**src/rtl/uart_dma_ready_pkg.sv**
```systemverilog
// Package: shared types and helpers for the UART DMA ready logic.
// Assumes FIFO depth is a multiple of 4 and at least 4.
package uart_dma_ready_pkg;

    typedef enum logic [1:0] {
        TRIG_ONE     = 2'b00,
        TRIG_QUARTER = 2'b01,
        TRIG_HALF    = 2'b10,
        TRIG_NEARTOP = 2'b11
    } trig_sel_e;

    // Map a trigger code to a character count for a FIFO of the given depth.
    function automatic int unsigned trig_level(input logic [1:0] sel, input int unsigned depth);
        case (trig_sel_e'(sel))
            TRIG_ONE:     return 1;
            TRIG_QUARTER: return depth / 4;
            TRIG_HALF:    return depth / 2;
            default:      return depth - 2;
        endcase
    endfunction

endpackage

```
**src/rtl/uart_dma_rx_ready.sv**
```systemverilog
// Module: receive-side DMA request generator.
// What it does: drives an active-low, registered request line from the
// receive occupancy count. In burst mode the request asserts on the trigger
// level or a timeout, and then holds until the count returns to zero.
// Assumes: count never exceeds DEPTH; timeout is a level or pulse from an
// external timer.
module uart_dma_rx_ready
    import uart_dma_ready_pkg::*;
#(
    parameter int DEPTH = 16,
    localparam int CW = $clog2(DEPTH + 1)
) (
    input  logic          clk,
    input  logic          rst_n,
    input  logic          burst,
    input  logic [1:0]    trig_sel,
    input  logic          timeout,
    input  logic [CW-1:0] count,
    output logic          rdy_n
);

    logic [CW-1:0] trig_cnt;
    logic          has_data;
    logic          at_trig;
    logic          req_next;

    // Decode the trigger code into a count threshold.
    always_comb begin
        trig_cnt = CW'(trig_level(trig_sel, DEPTH));
    end

    // Next request level; the registered output itself serves as the hold flag.
    always_comb begin
        has_data = (count != '0);
        at_trig  = (count >= trig_cnt);
        if (burst) begin
            req_next = has_data && (!rdy_n || at_trig || timeout);
        end else begin
            req_next = has_data;
        end
    end

    // Register the active-low request; inactive on reset.
    always_ff @(posedge clk) begin
        if (!rst_n) begin
            rdy_n <= 1'b1;
        end else begin
            rdy_n <= !req_next;
        end
    end

endmodule

```
**src/rtl/uart_dma_tx_ready.sv**
```systemverilog
// Module: transmit-side DMA request generator.
// What it does: drives an active-low, registered request line from the
// transmit occupancy count. In burst mode the request asserts on an empty
// FIFO and holds until the FIFO is full.
// Assumes: count never exceeds DEPTH.
module uart_dma_tx_ready #(
    parameter int DEPTH = 16,
    localparam int CW = $clog2(DEPTH + 1)
) (
    input  logic          clk,
    input  logic          rst_n,
    input  logic          burst,
    input  logic [CW-1:0] count,
    output logic          rdy_n
);

    localparam logic [CW-1:0] FULL_CNT = CW'(DEPTH);

    logic is_empty;
    logic is_full;
    logic req_next;

    // Next request level from occupancy and the current request state.
    always_comb begin
        is_empty = (count == '0);
        is_full  = (count == FULL_CNT);
        if (burst) begin
            req_next = is_empty || (!rdy_n && !is_full);
        end else begin
            req_next = is_empty;
        end
    end

    // Register the active-low request; inactive on reset.
    always_ff @(posedge clk) begin
        if (!rst_n) begin
            rdy_n <= 1'b1;
        end else begin
            rdy_n <= !req_next;
        end
    end

endmodule

```
**src/rtl/uart_dma_ready.sv**
```systemverilog
// Module: top of the UART DMA ready signalling logic.
// What it does: decodes the effective signalling mode and feeds the receive
// and transmit request generators.
// Assumes: configuration inputs come from registers in the clk domain.
module uart_dma_ready #(
    parameter int DEPTH = 16,
    localparam int CW = $clog2(DEPTH + 1)
) (
    input  logic          clk,
    input  logic          rst_n,
    input  logic          fifo_en,
    input  logic          burst_sel,
    input  logic [1:0]    rx_trig_sel,
    input  logic          rx_timeout,
    input  logic [CW-1:0] rx_count,
    input  logic [CW-1:0] tx_count,
    output logic          rx_ready_n,
    output logic          tx_ready_n
);

    logic burst_mode;

    // Burst signalling only with FIFOs enabled; otherwise single-transfer.
    always_comb begin
        burst_mode = fifo_en && burst_sel;
    end

    uart_dma_rx_ready #(.DEPTH(DEPTH)) rx_i (
        .clk      (clk),
        .rst_n    (rst_n),
        .burst    (burst_mode),
        .trig_sel (rx_trig_sel),
        .timeout  (rx_timeout),
        .count    (rx_count),
        .rdy_n    (rx_ready_n)
    );

    uart_dma_tx_ready #(.DEPTH(DEPTH)) tx_i (
        .clk   (clk),
        .rst_n (rst_n),
        .burst (burst_mode),
        .count (tx_count),
        .rdy_n (tx_ready_n)
    );

endmodule

```
**config.mk**
```make
export PLATFORM = sky130hd
export DESIGN_NAME = uart_dma_ready
export DESIGN_NICKNAME = d
export VERILOG_FILES = /design/src/rtl/uart_dma_ready_pkg.sv /design/src/rtl/uart_dma_rx_ready.sv /design/src/rtl/uart_dma_tx_ready.sv /design/src/rtl/uart_dma_ready.sv
export SDC_FILE = /design/constraint.sdc
export NUM_CORES = 1
export LEC_CHECK = 0
export BUFFER_PORTS_ARGS = -buffer_cell sky130_fd_sc_hd__buf_2
export CAP_MARGIN = 0
export CORE_AREA = 5 5 42 44
export DETAILED_ROUTE_END_ITERATION = 16
export DIE_AREA = 0 0 47 49
export PLACE_DENSITY_LB_ADDON = 0.1
export SETUP_SLACK_MARGIN = 0.2
export SLEW_MARGIN = 20
export SYNTH_ARGS = -nofsm -noshare
export SYNTH_HDL_FRONTEND = slang
export SYNTH_HIERARCHICAL = 1
export SYNTH_SLANG_ARGS = --single-unit
```
**constraint.sdc**
```tcl
create_clock -name clk -period 3.9 [get_ports clk]
set_clock_uncertainty 0.15 [all_clocks]
set_input_delay 0.585 -clock clk [delete_from_list [all_inputs] [get_ports clk]]
set_output_delay 0.585 -clock clk [all_outputs]
set_load 0.005 [all_outputs]
```
After elaboration in Yosys (flattened, before gate mapping)
Cells that the tools add are included.
- flip-flop bits (word level): 2
- bits in latches: 0
- bits in writable memories: 0
- ROM bits: 0
- bits of input ports: 17
- output and inout port bits: 2
- word-level logic and storage cells: 23
- memories: 0
- add/sub/neg operators: 0
- multiply operators: 0
- divide/modulo/power cells: 0
- magnitude comparators: 1
- equality and inequality tests: 3
- shifts and indexed selects: 0
- mux-type cells: 3
- bitwise operators: 0
- reductions and logical operators: 14
- operators with widths (cell ; number):
    one-hot mux 4 bit (3 select lines) ; 1
    equality test 5 bit, second input constant ; 1
    >= comparator 5 x 4 -> 1 bit ; 1
    zero test 1 bit ; 5
    zero test 5 bit ; 1
    nonzero test 5 bit ; 1
    logical AND 1 bit ; 3
    logical OR 1 bit ; 3
    equality test 2 x 1 -> 1 bit, second input constant ; 1
    equality test 2 bit, second input constant ; 1
    zero test 2 bit ; 1
    two-way mux 1 bit ; 2

Depth between registers and ports, before layout
Gate-level depths: netlist of the first run.
- word-level depth: 8
- depth in mapped cells: 6
- gate-level depth less buffers: 6

Cells and area by module
Netlist of the first run, hierarchy kept.
- by module, submodules not included (module ; times used ; cells an instance ; area an instance (um^2) ; seq. area each (um^2)):
    uart_dma_rx_ready ; 1 ; 17 ; 143.9 ; 20.0
    uart_dma_tx_ready ; 1 ; 5 ; 66.3 ; 20.0
    uart_dma_ready ; 1 ; 1 ; 6.3 ; 0.0

Worst setup path before layout of the first run
No wires, ideal clock.
- path type: input to register
- start point: input rx_trig_sel[0]
- end point: register rx_i.rdy_n
- setup time: 0.073 ns
- data arrival time: 1.440 ns
- required time: 3.677 ns
- slack: 2.237 ns
- stages: 6
- path buffers: 0
- cells stage by stage: nor2_1 > ha_1 > nand2b_1 > a211oi_1 > o211ai_1 > o211ai_2
- word-level cells in the longest chain between the ends: 8
- elaborated cells on any way between the ends: 10
- classes of those cells: order compare (1); eq/ne (2); mux (2); reduce/logical (5)
- ends and longest elaborated chain (what ; line ; source):
    from (decl) ; uart_dma_ready.sv:13 ; input logic [1:0] rx_trig_sel,
    equality test 2 bit (tied with other cells) ; uart_dma_ready_pkg.sv:14 ; case (trig_sel_e'(sel))
    one-hot mux 4 bit (3 select lines) * ; uart_dma_ready_pkg.sv:14 ;
    >= comparator 5 x 4 -> 1 bit * ; uart_dma_rx_ready.sv:35 ; at_trig = (count >= trig_cnt);
    logical OR 1 bit * (2 in series) ; uart_dma_rx_ready.sv:37 ; req_next = has_data && (!rdy_n || at_trig || timeout);
    logical AND 1 bit * ; uart_dma_rx_ready.sv:37 ;
    two-way mux 1 bit * ; uart_dma_rx_ready.sv:36 ; if (burst) begin
    zero test 1 bit * ; uart_dma_rx_ready.sv:48 ; rdy_n <= !req_next;
    to (signal assigned) ; uart_dma_rx_ready.sv:48 ;
    to (decl) ; uart_dma_rx_ready.sv:19 ; output logic rdy_n
Mark *: on every way between the ends. The rest lies on a longest branch, timed or not.
A chain may end at the register's enable or synchronous reset.

Worst setup path after layout of the first run
Same ends and word-level chain as after synthesis.

==> results of run 1 <==
[layout by cell type, fill, tap and decap left out, drive strengths merged, types with 2 or more instances in the layout]
cell type and instances:
inv 3, dfxtp 2, buf 18, ha 4, clkbuf 3, o211ai 2
[critical path, cell delays in order]
cell and delay [ns]:
buf_2 0.11, nor2_1 0.10, ha_1 0.22, nand2b_1 0.14, a211oi_1 0.22, o211ai_1 0.14
o211ai_2 0.09
[worst paths after layout]
| path | to | slack (ns) | cells after the start |
|---|---|---|---|
| max | rx_i/rdy_n | 2.29 | 7 |
| min | rx_i/rdy_n | 0.41 | 2 |
| max reg2reg | rx_i/rdy_n | 2.91 | 3 |
| min reg2reg | flop | 0.46 | 2 |
[synth_stat cells]
library cell / instances / share of area (%)
nand2b_1: 1 / 2.9
o211ai_1: 1 / 3.5
and2_1: 1 / 2.9
a211oi_1: 1 / 3.5
nor4_4: 1 / 9.8
nor2b_1: 1 / 2.9
dfxtp_1: 2 / 18
mux2i_1: 1 / 4.6
or4_1: 1 / 3.5
nor4b_1: 1 / 4.0
o211ai_2: 1 / 5.8
and3b_1: 1 / 4.0
nand2_1: 1 / 1.7
ha_1: 4 / 23
nor2_1: 1 / 1.7
o21ai_0: 1 / 2.3
inv_1: 3 / 5.2
[layout make-up]
cell class / instances / area share [%]
multi-input combinational: 18 / 47.3
timing repair buffer: 18 / 25.8
sequential: 2 / 11.5
clock buffer: 3 / 6.45
tap: 16 / 5.73
inverter: 3 / 3.23
[metal layers]
| metal | part of all wire (%) | vias up |
|---|---|---|
| li1 | - | 128 |
| met1 | 42 | 94 |
| met2 | 41 | 14 |
| met3 | 17 | 0 |
| met4 | 0 | 0 |
| met5 | 0 | - |
[kinds of logic after synthesis]
family	Yosys count	share of synthesized area [%]
buffers and inverters	3	5.20
muxes	1	4.62
adders and majority gates	4	23.1
AOI/OAI and AO/OA	4	15.0
DFF	2	18.5
and+or+nand+nor	9	33.5
[through the flow]
stage	utilization, %	setup WS [ns]	instances
final	24.9	2.29	60
after global routing	24.9	2.22	60
after CTS	24.9	2.28	60
after detailed placement	23.3	2.04	57
after global placement	23.3	2.04	57
after floorplan	-	2.24	23
[report_power, final]
part	internal [mW]	switching, mW
clock	0.0339	0.0111
combinational	0.0115	0.00923
sequential	0.0214	0.000302
==> impl_metrics.py, run 1 <==
metrics = {
    "run_status": {
        "status": "finished, final reports clean",
    },
    "global_route": {
        "gr-max-usage-layer": "met2",
        "grtUsageTotal_pct": 5.70,
        "met1_usage_pct": 5.48,
        "grt_overflow_total": 0,
        "grt_pass1_wl_microns": 890,
        "use_met3_pct": 4.06,
        "grt_pass1_vias": 253,
        "grt_max_degree": 4,
        "grt_antenna_before_repair": 0,
        "use_met2_pct": 7.47,
    },
    "clocking": {
        "clk_pin_slew_ns": 0.03,
        "root_buffer": "clkbuf_4",
        "clk_latency_ns": 0.22,
        "post-cts-setup-buffers": 0,
        "htree_num_levels": 1,
        "clock_sinks": 2,
        "cts_hold_buf": 0,
        "cts_tree": "built",
        "cts-resized-gates": 0,
        "clk_path_buf_depth": 2,
        "cts_made_buffers": 3,
    },
    "final_layout": {
        "antenna_cells": 0,
        "drive_above_1_share_pct": 52.3,
        "final_nets": 67,
        "regArea_sq_um": 40.0,
        "multiInputGateArea_sq_um": 165,
        "nFillCells": 168,
        "fin_area_sq_um": 349,
        "syn_to_final_growth_pct": 61.3,
    },
    "logic_synthesis": {
        "postSynthCellCount": 23,
        "synth.cell_area_sq_um": 216,
        "ys_warn_count": 6,
        "yosysUniqueCellTypes": 17,
        "syn-mean-instance-area_sq_um": 9.41,
        "syn_nets": 44,
        "yosysSeqAreaShare_pct": 18.5,
        "ys_seq_elements": 2,
    },
    "critical_path": {
        "cp.arrival_ns": 1.61,
        "critPathMaxFanout": 3,
        "crit_start": "rx_trig_sel[0]",
        "crit_required_ns": 3.90,
        "cp-start-kind": "primary input",
        "rr_startpoint": "rx_i/rdy_n",
        "end_kind": "flop",
        "critPathKind": "in2reg",
    },
    "timing": {
        "fin_crit_sh_pct": 41.3,
        "hold_viol": 0,
        "setup_viol_count_final": 0,
        "worst_hold_slack_ns": 0.413,
        "finalCriticalPeriod_ns": 1.61,
        "rsz0062_at_grt": "no",
        "fin_tns_setup_ns": 0,
        "slew_headroom_pct": 82.9,
        "fmax_mhz": 621,
        "slew_violations": 0,
        "tightestPinTransition_ns": 0.253,
    },
    "routing": {
        "wl_per_cell_microns": 9.65,
        "drcViolationCount": 0,
        "vias": 236,
        "drt_pre_antenna_iters": 3,
        "wl_microns": 579,
        "drt.antenna.violating_nets": 0,
        "viasPerCell": 3.93,
        "initialDrtViolationCount": 3,
    },
    "die": {
        "row_count": 14,
        "pin_count": 19,
        "dieWidth_microns": 47,
        "die_y_microns": 49,
        "die_area_sq_mm": 0.00230,
        "start_util_pct": 15.4,
        "core_area_sq_mm": 0.00140,
    },
    "worst_hold_path": {
        "min_path_type": "in2reg",
        "hp-start": "rst_n",
    },
    "power_and_ir_drop": {
        "total_power_uw": 87.5,
        "leakage_nw": 0.178,
        "irDropWorstVdd_uv": 46.0,
        "cellPowerDensity_mw_per_mm2": 251,
    },
    "placement": {
        "post-dp-hpwl_microns": 543,
        "place.gp.congestion": 0.604,
        "place_area_sq_um": 327,
        "portBuffers": 18,
    },
    "job": {
        "max_cap_viol_count": 0,
    },
}
(Power assumes the default switching activity.)
==> run 2: changes to the inputs <==
==> constraint.sdc (replaced) <==
create_clock -name clk -period 1.6 [get_ports clk]
set_clock_uncertainty 0.15 [all_clocks]
set_input_delay 0.24 -clock clk [delete_from_list [all_inputs] [get_ports clk]]
set_output_delay 0.24 -clock clk [all_outputs]
set_load 0.005 [all_outputs]
==> impl_metrics.py, run 2 (same netlist as run 1, synthesis figures left out) <==
metrics = {
    "run_status": {
        "status": "finished, final reports clean",
    },
    "final_layout": {
        "drive_above_1_share_pct": 52.3,
        "final_common_cell": "buf_2",
        "nFillCells": 170,
        "most-common-layout-cells": "buf_2, ha_1, clkbuf_4, inv_1, dfxtp_1",
        "syn_to_final_growth_pct": 61.3,
        "antenna_cells": 0,
        "final-instance-count-excl-fill": 60,
        "final_nets": 67,
    },
    "clocking": {
        "cts_tree": "built",
        "clk_latency_ns": 0.22,
        "clk_path_buf_depth": 2,
        "post-cts-setup-buffers": 0,
        "cts_made_buffers": 3,
        "clk_pin_slew_ns": 0.03,
        "clock_sinks": 2,
        "root_buffer": "clkbuf_4",
        "cts-resized-gates": 0,
        "htree_num_levels": 1,
        "cts_hold_buf": 0,
    },
    "global_route": {
        "use_met3_pct": 5.17,
        "grt_pass1_vias": 280,
        "grt_max_degree": 4,
        "grtUsageTotal_pct": 6.54,
        "grt_antenna_before_repair": 0,
        "gr-max-usage-layer": "met2",
        "grt_pass1_wl_microns": 993,
        "use_met2_pct": 7.47,
        "grt_overflow_total": 0,
        "met1_usage_pct": 6.80,
    },
    "die": {
        "core_area_sq_mm": 0.00140,
        "row_count": 14,
        "die_area_sq_mm": 0.00230,
        "die_y_microns": 49,
        "start_util_pct": 15.4,
        "dieWidth_microns": 47,
        "pin_count": 19,
    },
    "routing": {
        "wl_per_cell_microns": 9.97,
        "vias": 251,
        "viasPerCell": 4.18,
        "drt.antenna.violating_nets": 0,
        "drcViolationCount": 0,
        "initialDrtViolationCount": 3,
        "wl_microns": 598,
        "drt_pre_antenna_iters": 4,
    },
    "power_and_ir_drop": {
        "irDropWorstVdd_uv": 129,
        "leakage_nw": 0.178,
        "cellPowerDensity_mw_per_mm2": 609,
    },
    "worst_hold_path": {
        "min_path_type": "in2reg",
        "hold_depth": 2,
        "min_to": "rx_i/rdy_n",
        "hp-start": "rst_n",
    },
    "timing": {
        "hold_viol": 0,
        "fmax_mhz": 772,
        "slew_violations": 0,
        "slew_headroom_pct": 81.3,
        "rsz0062_at_grt": "no",
        "finalCriticalPeriod_ns": 1.30,
        "fin_tns_setup_ns": 0,
        "setup_viol_count_final": 0,
        "tightestPinTransition_ns": 0.277,
        "fin_crit_sh_pct": 81.0,
    },
    "job": {
        "max_cap_viol_count": 0,
    },
    "critical_path": {
        "cp.arrival_ns": 1.29,
        "cp-start-kind": "primary input",
        "crit_required_ns": 1.60,
        "reg2regPathDepth": 3,
        "critPathMaxFanout": 3,
        "critical_path.top_delay_family": "compound AO/OA/AOI/OAI gates",
        "worstReg2RegEnd": "rx_i/rdy_n",
        "path_buf_inv": 1,
        "cp_cell_sequence": "buf_2 -> nor2_1 -> ha_1 -> nand2b_1 -> a211oi_1 -> o211ai_1 -> o211ai_2",
        "rrSetupSlack_ns": 0.57,
        "max_stage_delay_ns": 0.23,
        "end_kind": "flop",
        "critPathKind": "in2reg",
        "crit_slowest_cell": "ha_1",
        "rr_startpoint": "rx_i/rdy_n",
    },
    "placement": {
        "place.gp.congestion": 0.614,
        "post-dp-hpwl_microns": 541,
        "portBuffers": 18,
        "dpl.cell_count": 57,
    },
}
==> run 2: per-stage QoR <==
step | cell area, sq um | util [%] | total power [mW] | setup slack, ns | hold WS (ns)
final | 349 | 24.9 | 0.212 | 0.305 | 0.0659
after floorplan | 216 | - | 0.0732 | 0.282 | 0.155
after CTS | 349 | 24.9 | 0.221 | 0.306 | 0.0576
after global placement | 327 | 23.3 | 0.103 | 0.109 | 0.288
after global routing | 349 | 24.9 | 0.242 | 0.219 | 0.0494
after detailed placement | 327 | 23.3 | 0.104 | 0.0751 | 0.292
==> run 2: metal layers <==
layer | share of wire (%) | routed length, microns | vias up
li1 | - | - | 129
met1 | 43 | 260 | 106
met2 | 40 | 242 | 14
met3 | 14 | 84 | 2
met4 | 1.7 | 10 | 0
met5 | 0 | 0 | -
==> run 2: worst max path at each step <==
stage	from	end	slack, ns	depth (start not counted)
2_1_floorplan	rx_trig_sel[0]	rx_i/rdy_n	0.28	6
3_3_place_gp	rx_trig_sel[0]	rx_i/rdy_n	0.11	7
3_5_place_dp	rx_trig_sel[0]	rx_i/rdy_n	0.08	7
4_1_cts	rx_trig_sel[0]	rx_i/rdy_n	0.31	7
5_1_grt	rx_trig_sel[0]	rx_i/rdy_n	0.22	7
6_report	rx_trig_sel[0]	rx_i/rdy_n	0.30	7
==> run 2: area by class of cell <==
cell class / count / area [sq um] / area share [%]
clock buffers: 3 / 22.5 / 6.45
multi-input cells: 18 / 165 / 47.3
well taps: 16 / 20.0 / 5.73
repair buffers: 18 / 90.1 / 25.8
inverters: 3 / 11.3 / 3.23
flip-flops and latches: 2 / 40.0 / 11.5
==> run 2: report_power, final <==
group          total, mW  internal [mW]  switching [mW]  leakage [nW]
clock              0.109         0.0826          0.0267        0.0138
sequential        0.0531         0.0523        0.000799        0.0166
combinational     0.0501         0.0279          0.0222         0.148
